## config.mk

```make
export PLATFORM = sky130hd
export DESIGN_NAME = smc_seq
export DESIGN_NICKNAME = d
export VERILOG_FILES = /design/src/rtl/smc_seq.sv
export SDC_FILE = /design/constraint.sdc
export NUM_CORES = 1
export LEC_CHECK = 0
export BUFFER_PORTS_ARGS = -buffer_cell sky130_fd_sc_hd__buf_2
export CAP_MARGIN = 20
export CORE_UTILIZATION = 30
export CTS_CLUSTER_SIZE = 20
export DETAILED_ROUTE_END_ITERATION = 10
export PLACE_DENSITY = 0.54
export SYNTH_ARGS = -nofsm -noshare
export SYNTH_HDL_FRONTEND = slang
export SYNTH_SLANG_ARGS = --single-unit
```

## constraint.sdc

```tcl
create_clock -name clk -period 3.7 [get_ports clk]
set_clock_uncertainty 0.1 [all_clocks]
set_input_delay 0.74 -clock clk [delete_from_list [all_inputs] [get_ports clk]]
set_output_delay 0.74 -clock clk [all_outputs]
set_load 0.02 [all_outputs]
```

## src/rtl/smc_seq.sv

```systemverilog
module smc_seq #(
  parameter int AW = 24,
  parameter int WW = 4
) (
  input  logic          clk,
  input  logic          rst_n,
  input  logic [2:0]    cfg_mode,
  input  logic [1:0]    cfg_div,
  input  logic [WW-1:0] cfg_wfirst,
  input  logic [WW-1:0] cfg_wbeat,
  input  logic          host_req,
  input  logic          host_we,
  input  logic          host_sz32,
  input  logic          host_burst,
  input  logic [AW-1:0] host_addr,
  input  logic [31:0]   host_wdata,
  output logic          host_ack,
  output logic          host_err,
  output logic          host_rvalid,
  output logic [31:0]   host_rdata,
  output logic          mem_cs_n,
  output logic          mem_oe_n,
  output logic          mem_we_n,
  output logic          mem_adv_n,
  output logic          mem_next,
  output logic          mem_clk,
  output logic [AW-2:0] mem_addr,
  output logic [15:0]   mem_dq_o,
  output logic          mem_dq_oe,
  input  logic [15:0]   mem_dq_i
);
  localparam int CW = WW + 1;

  logic          busy, wr, sz, firstp;
  logic [2:0]    m, beat, nb;
  logic [3:0]    dv, ph, pmask;
  logic [CW-1:0] cnt, lat_nx;
  logic [AW-2:0] base, nxt;
  logic [WW-1:0] wf, wb;
  logic [31:0]   wdat;
  logic [15:0]   lo;

  wire bad = host_burst ? (host_we || host_addr[3:0] != 4'd0)
                        : (host_sz32 ? host_addr[1:0] != 2'd0 : host_addr[0]);
  wire accept  = host_req && !busy;
  wire sync    = (m == 3'd4) || (m == 3'd5) || (m == 3'd7);
  wire per_end = (ph == dv - 4'd1);

  assign mem_addr  = base + {{(AW-4){1'b0}}, beat};
  assign nxt       = mem_addr + 1'b1;
  assign mem_cs_n  = ~busy;
  assign mem_oe_n  = ~(busy & ~wr);
  assign mem_we_n  = ~(busy & wr & (cnt != '0));
  assign mem_adv_n = ~(busy & firstp);
  assign mem_next  = busy & ~wr & (m == 3'd4) & (beat != 3'd0);
  assign mem_clk   = busy & sync & (ph < (dv >> 1));
  assign mem_dq_oe = busy & wr;
  assign mem_dq_o  = beat[0] ? wdat[31:16] : wdat[15:0];

  always_comb begin
    case (m)
      3'd1:    pmask = 4'd3;
      3'd2:    pmask = 4'd7;
      3'd3:    pmask = 4'd15;
      default: pmask = 4'd0;
    endcase
    lat_nx = {1'b0, wf};
    if (wr)                              lat_nx = {1'b0, wf} + 1'b1;
    else if (m == 3'd7)                  lat_nx = '0;
    else if (m == 3'd4 || m == 3'd5)     lat_nx = {1'b0, wb};
    else if (pmask != 4'd0 && (nxt[3:0] & pmask) != 4'd0) lat_nx = {1'b0, wb};
  end

  always_ff @(posedge clk or negedge rst_n) begin
    if (!rst_n) begin
      busy <= 1'b0; wr <= 1'b0; sz <= 1'b0; firstp <= 1'b0;
      m <= '0; beat <= '0; nb <= '0; dv <= 4'd2; ph <= '0; cnt <= '0;
      base <= '0; wf <= '0; wb <= '0; wdat <= '0; lo <= '0;
      host_ack <= 1'b0; host_err <= 1'b0; host_rvalid <= 1'b0; host_rdata <= '0;
    end else begin
      host_ack <= 1'b0;
      host_err <= 1'b0;
      host_rvalid <= 1'b0;
      if (accept) begin
        if (bad) begin
          host_ack <= 1'b1;
          host_err <= 1'b1;
        end else begin
          busy   <= 1'b1;
          wr     <= host_we;
          sz     <= host_sz32 | host_burst;
          m      <= cfg_mode;
          dv     <= ({2'b0, cfg_div} + 4'd1) << 1;
          wf     <= cfg_wfirst;
          wb     <= cfg_wbeat;
          base   <= host_addr[AW-1:1];
          wdat   <= host_wdata;
          ph     <= '0;
          beat   <= '0;
          firstp <= 1'b1;
          nb     <= host_burst ? 3'd7 : (host_sz32 ? 3'd1 : 3'd0);
          cnt    <= host_we ? {1'b0, cfg_wfirst} + 1'b1 : {1'b0, cfg_wfirst};
        end
      end else if (busy) begin
        ph <= per_end ? 4'd0 : ph + 4'd1;
        if (per_end) begin
          firstp <= 1'b0;
          if (cnt != '0) cnt <= cnt - 1'b1;
          else begin
            if (!wr) begin
              lo <= mem_dq_i;
              if (beat[0] || !sz) begin
                host_rvalid <= 1'b1;
                host_rdata  <= sz ? {mem_dq_i, lo} : {16'h0, mem_dq_i};
              end
            end
            if (beat == nb) begin
              busy     <= 1'b0;
              host_ack <= 1'b1;
            end else begin
              beat <= beat + 3'd1;
              cnt  <= lat_nx;
            end
          end
        end
      end
    end
  end

  a_r1_period_stable: assert property (@(posedge clk) disable iff (!rst_n)
    (busy && ph != 4'd0) |-> $stable({mem_cs_n, mem_oe_n, mem_we_n, mem_adv_n, mem_next, mem_addr, mem_dq_oe}));
  a_r7_oe_we_excl: assert property (@(posedge clk) disable iff (!rst_n)
    !(!mem_oe_n && !mem_we_n));
  a_r5_next_in_read: assert property (@(posedge clk) disable iff (!rst_n)
    mem_next |-> (!mem_oe_n && mem_adv_n));
  a_r9_ack_after_access: assert property (@(posedge clk) disable iff (!rst_n)
    (host_ack && !host_err) |-> ($past(!mem_cs_n) && mem_cs_n));
  a_r10_reject: assert property (@(posedge clk) disable iff (!rst_n)
    (accept && bad) |=> (host_ack && host_err && mem_cs_n));
  a_r11_adv_at_start: assert property (@(posedge clk) disable iff (!rst_n)
    $fell(mem_cs_n) |-> !mem_adv_n);
  a_r2_clk_only_busy: assert property (@(posedge clk) disable iff (!rst_n)
    mem_clk |-> !mem_cs_n);
endmodule

```

* Word level (Yosys, flattened, before mapping)
Cells that the tools add are included.
Storage, ports and cells: input bits 91, logic and storage cells 132, register bits 139
Cells by class: $lt $le $gt $ge 1, add/sub/neg operators 9, muxes and demuxes 50, equality and inequality tests 12, bitwise logic cells 18, reductions and logical operators 23
Operators by type and width (count):
- $mux 5 | 8
- $mux 32 | 1
- $mux 4 | 7
- $mux 1 | 25
- $add 23x3->23 | 1
- $mux 3 | 7
- $mux 16 | 1
- $pmux 4 s3 | 1
- $reduce_bool 4->1 | 3
- $add 4x1->5 const B | 2
- $reduce_and 5->1 | 2
- $eq 3x3->1 const B | 3
- $add 4x1->4 const B | 2
- $and 1x1->1 | 8
- $not 1->1 | 8
- $eq 3x2->1 const B | 2
- $ne 2x2->1 const B | 3
- $reduce_and 6->1 | 1
- $reduce_bool 2->1 | 3
- $reduce_bool 5->1 | 1
- $sub 5x1->5 const B | 1
- $and 4x4->4 | 1
- $eq 4x4->1 | 1
- $logic_or 1x1->1 | 4
- other kinds (14) | 17

* Logic depth before layout (Yosys ltp)
depth after elaboration 14, gate-level depth with buffers 11, depth with buffers taken out 9

* Worst setup path after synthesis
No wires, ideal clock.
path kind register -> register, start point reg beat[0], end point reg cnt[1], arrival time 2671 ps, path slack 851 ps, path buffers 0, clock period less this slack 2849 ps, library setup time 77 ps, stages on the path, launching flop included 10, cells stage by stage dfrtp_1 > ha_1 > fa_1 > ha_1 > nand2b_1 > a211oi_1 > a211oi_1 > a21oi_1 > mux2_2 > a21oi_1
On the way: cells in the longest elaborated chain, start to end 14
Ends and longest elaborated chain:
- from (decl) | RTL line 35 | logic [2:0] m, beat, nb;
- from (signal assigned) | RTL line 121 | beat <= beat + 3'd1;
- $add 23x3->23 | RTL line 49 | assign mem_addr = base + {{(AW-4){1'b0}}, beat};
- named net mem_addr[1] | RTL line 27 | output logic [AW-2:0] mem_addr,
- $add 4x1->4 | RTL line 50 | assign nxt = mem_addr + 1'b1;
- $and 4x4->4 | RTL line 71 | else if (pmask != 4'd0 && (nxt[3:0] & pmask) != 4'd0) lat_nx = {1'b0, wb};
- $reduce_bool 4->1 | RTL line 71
- $logic_and 1x1->1 | RTL line 71
- $mux 4 | RTL line 71
- $mux 4 | RTL line 70 | else if (m == 3'd4 || m == 3'd5) lat_nx = {1'b0, wb};
- $mux 4 | RTL line 69 | else if (m == 3'd7) lat_nx = '0;
- $mux 5 | RTL line 68 | if (wr) lat_nx = {1'b0, wf} + 1'b1;
- $mux 5 | RTL line 117 | if (beat == nb) begin
- $mux 5 | RTL line 108 | if (cnt != '0) cnt <= cnt - 1'b1;
- $mux 5 | RTL line 106 | if (per_end) begin
- $mux 5 | RTL line 104 | end else if (busy) begin
- $mux 5 | RTL line 84 | if (accept) begin
- to (signal assigned) | RTL line 102 | cnt <= host_we ? {1'b0, cfg_wfirst} + 1'b1 : {1'b0, cfg_wfirst};
- to (signal assigned) | RTL line 108
- to (signal assigned) | RTL line 122 | cnt <= lat_nx;
- to (decl) | RTL line 37 | logic [CW-1:0] cnt, lat_nx;
The timed path passes the listed nets, and every way through them passes these cells. The select of a mux whose other input is x is not followed. A chain may end at the register's enable or synchronous reset.

* Final worst setup path
start point reg beat[2], end point out mem_addr[20]
On the way: cells in the longest elaborated chain, start to end 1
Ends and longest elaborated chain (RTL line):
- $add 23x3->23 | 49
- to (decl) | 27
No other way between the ends.

==> run_results.csv <==
group,metric,value,unit
cts,cts.sinks,137,
drt,post_drt_wl_per_cell,14.6,um
power,swShare,0.378,
power,intPower,4.40,mW
synthesis,synth_mux_area_frac,0.0873,
cts,cts_buffers,17,
drt,routed_wl,17.3,mm
cts,ctsHtreeMaxLevel,4,
cts,cts_buffer_depth,2,
setup_path,cp-start-kind,"flop",
cts,tritoncts,"built",
setup_path,crit_slowest_cell,"nor4_1",
setup_path,r2r_start,"beat[0]",
cells_and_area,layout_common_cells,"nand2_1 (281), buf_2 (170), dfrtp_1 (136), mux2_2 (33), o21ai_0 (32)",
global_routing,grt.overflow.total,0,
synthesis,synth.distinct_cells,54,
synthesis,synthesis.nets,836,
global_routing,antenna_found_initial,2,
power,cellPowerDensity,826,nW/um^2
timing,finalSetupTns,0,ns
synthesis,synth.avg_cell_area,9.30,sq um
synthesis,synth_ff_type,"dfrtp_1",
cells_and_area,synthToLayoutAreaGrowth,26.4,%
cells_and_area,final_cells,1187,
setup_path,cp_slowest_stage_delay,0.72,ns
place,port_buffers,171,
power,leakage,4.39,nW
place,dp_cells,1153,
timing,timing.final.crit_share,0.929,
status,status,"complete, but fails checks",
drt,ant_nets,0,
setup_path,worstReg2RegEnd,"cnt[1]",
drt,drcViolationCount,24,
timing,relSlewSlack,0.417,
setup_path,worstPathMaxFanout,6,
floorplan,die-area,23200,sq um
floorplan,core_area,22000,sq um
drt,dr.pass1.iters,8,
floorplan,initial_core_util,0.309,
setup_path,timing.critical_path.cells,"ha_1, a21oi_1, nor4_1, nand3_1, xnor2_1, buf_2",
cells_and_area,layout_commonest_cell,"nand2_1",
power,p_comb_frac,0.377,
synthesis,synth_fa_ha_area_frac,0.0306,
synthesis,synthArstFlopShare,1.00,
synthesis,yosysSeqAreaShare,0.506,
floorplan,die_w,152,um
timing,drv_slew,0,
timing,clock.fmax,291,MHz
timing,period_needed,3.44,ns
synthesis,synth_compound_area_frac,0.0685,
setup_path,path_delay_family,"simple AND/OR/NAND/NOR gates",
setup_path,crit_path_end_kind,"output pin",
power,clkPwrFrac,0.263,
cells_and_area,final_layout_size_suffix_gt1_frac,0.284,
cts,cts_resized,0,
setup_path,worstSetupPathType,"reg2out",
setup_path,cp_data_arrival_time,2.60,ns
global_routing,grtUsageTotal,0.157,
cts,post-cts-setup-buffers,0,
power,p_seq_frac,0.360,
floorplan,core.rowCount,54,
synthesis,syn_inst,729,
synthesis,ys_ff_latch,137,
place,place_area,7920,sq um
power,ir_drop,0.332,mV
power,p_sw,2.68,mW
drt,drt_iter0_drc,178,
global_routing,grt_pass1_vias,5641,
timing,setup_viol,0,
job,cap_violations,0,
synthesis,synth_top_family_by_area,"simple AND/OR/NAND/NOR gates",
cts,cts_root_buf,"clkbuf_16",
synthesis,synthesis.area,6780,sq um
drt,via_per_inst,4.64,
synthesis,synth_edf_count,0,
cells_and_area,final_cell_area,8570,sq um
timing,rsz0062_at_grt,"no",
cts,path_clk_slew,0.07,ns
power,finalPower,7.07,mW
global_routing,grt_pass1_wl,28.9,mm
synthesis,synthXorXnorAreaFrac,0.0478,
synthesis,synth_warnings,0,
drt,via_count,5508,
global_routing,grt_max_degree,89,
floorplan,chipHeight,152,um
setup_path,crit_required,2.86,ns
status,violations,"design-rule violations",
place,place_congestion,0.775,
setup_path,reg2reg_setup_slack,0.74,ns
cts,cts_hold_buf,0,
cts,clock_latency,0.42,ns
place,dp_hpwl,12.0,mm
synthesis,synth_simple_gate_area_frac,0.226,
hold_path,hold_class,"in2async",
setup_path,path_buf_inv,1,
timing,tightest_slew,0.874,ns
cells_and_area,nets,999,
floorplan,io_pins,172,
setup_path,r2r_cells,9,
timing,hold_viol,0,
[metal layers]
metal  track usage  up-vias  part of all wire
met4        0.0612        0             0.022
li1              -     2743                 -
met3        0.0506       27             0.070
met2         0.259      131              0.46
met1         0.189     2607              0.45
met5             0        -                 0
[worst max-delay path by stage]
| stage | cells past startpoint | slack (ns) | startpoint | to |
|---|---|---|---|---|
| floorplan | 9 | 0.85 | beat[0] | cnt[1] |
| global placement | 6 | 0.67 | beat[2] | mem_addr[20] |
| detailed placement | 6 | 0.67 | beat[2] | mem_addr[20] |
| CTS | 6 | 0.22 | beat[2] | mem_addr[20] |
| global route | 6 | 0.03 | beat[2] | mem_addr[20] |
| finish | 6 | 0.26 | beat[2] | mem_addr[20] |
[area by class of cell]
| type | instances | area (sq um) |
|---|---|---|
| clock buffer | 20 | 457 |
| inverter | 13 | 48.8 |
| sequential | 137 | 3430 |
| fill | 2239 | 13400 |
| clock inverter | 12 | 188 |
| timing repair buffer | 181 | 962 |
| antenna | 2 | 5.00 |
| multi-input combinational | 542 | 3130 |
| tap | 280 | 350 |
[power groups by stage]
stage               Sequential [mW]  Combinational, mW  Clock (mW)
global route                   2.64               2.98        1.98
floorplan                      2.54               1.88           0
detailed placement             2.57               2.70           0
CTS                            2.55               2.71        1.92
global placement               2.56               2.68           0
finish                         2.55               2.67        1.86
[Yosys cell counts (4+ instances only)]
| cell type | count | area share |
|---|---|---|
| a21oi_1 | 16 | 0.012 |
| and3_1 | 7 | 0.0065 |
| buf_2 | 10 | 0.0074 |
| clkbuf_1 | 22 | 0.012 |
| dfrtp_1 | 136 | 0.50 |
| ha_1 | 15 | 0.028 |
| inv_1 | 12 | 0.0066 |
| mux2_2 | 33 | 0.055 |
| mux2i_1 | 22 | 0.032 |
| nand2_1 | 281 | 0.16 |
| nand2b_1 | 4 | 0.0037 |
| nand3_1 | 30 | 0.022 |
| nand4_1 | 4 | 0.0037 |
| nor2_1 | 15 | 0.0083 |
| nor3_1 | 5 | 0.0037 |
| o21ai_0 | 32 | 0.024 |
| xnor2_1 | 18 | 0.023 |
| xor2_1 | 11 | 0.014 |
[per-stage QoR]
step,worst slack [ns],hold WS (ns),util
after floorplan,0.851,0.340,-
after global placement,0.668,0.345,0.361
after detailed placement,0.669,0.351,0.361
after CTS,0.218,0.337,0.390
after global routing,0.0258,0.367,0.390
final,0.262,0.293,0.390
[cell families after synthesis]
family	Yosys count
AOI/OAI and AO/OA	74
xor gates and xnor gates	32
DFF	137
buffers and inverters	50
adders and majority gates	16
muxes	55
and+or+nand+nor	365
[state kept, by name, indices dropped and copies added, names as in the netlist, 3 cells and up]
name and count:
base 23, beat 3, cnt 5, dv 3, host_rdata 32, lo 16, m 3, ph 4
wb 4, wdat 32, wf 4
Note: power is estimated with default switching activity, not from simulation.
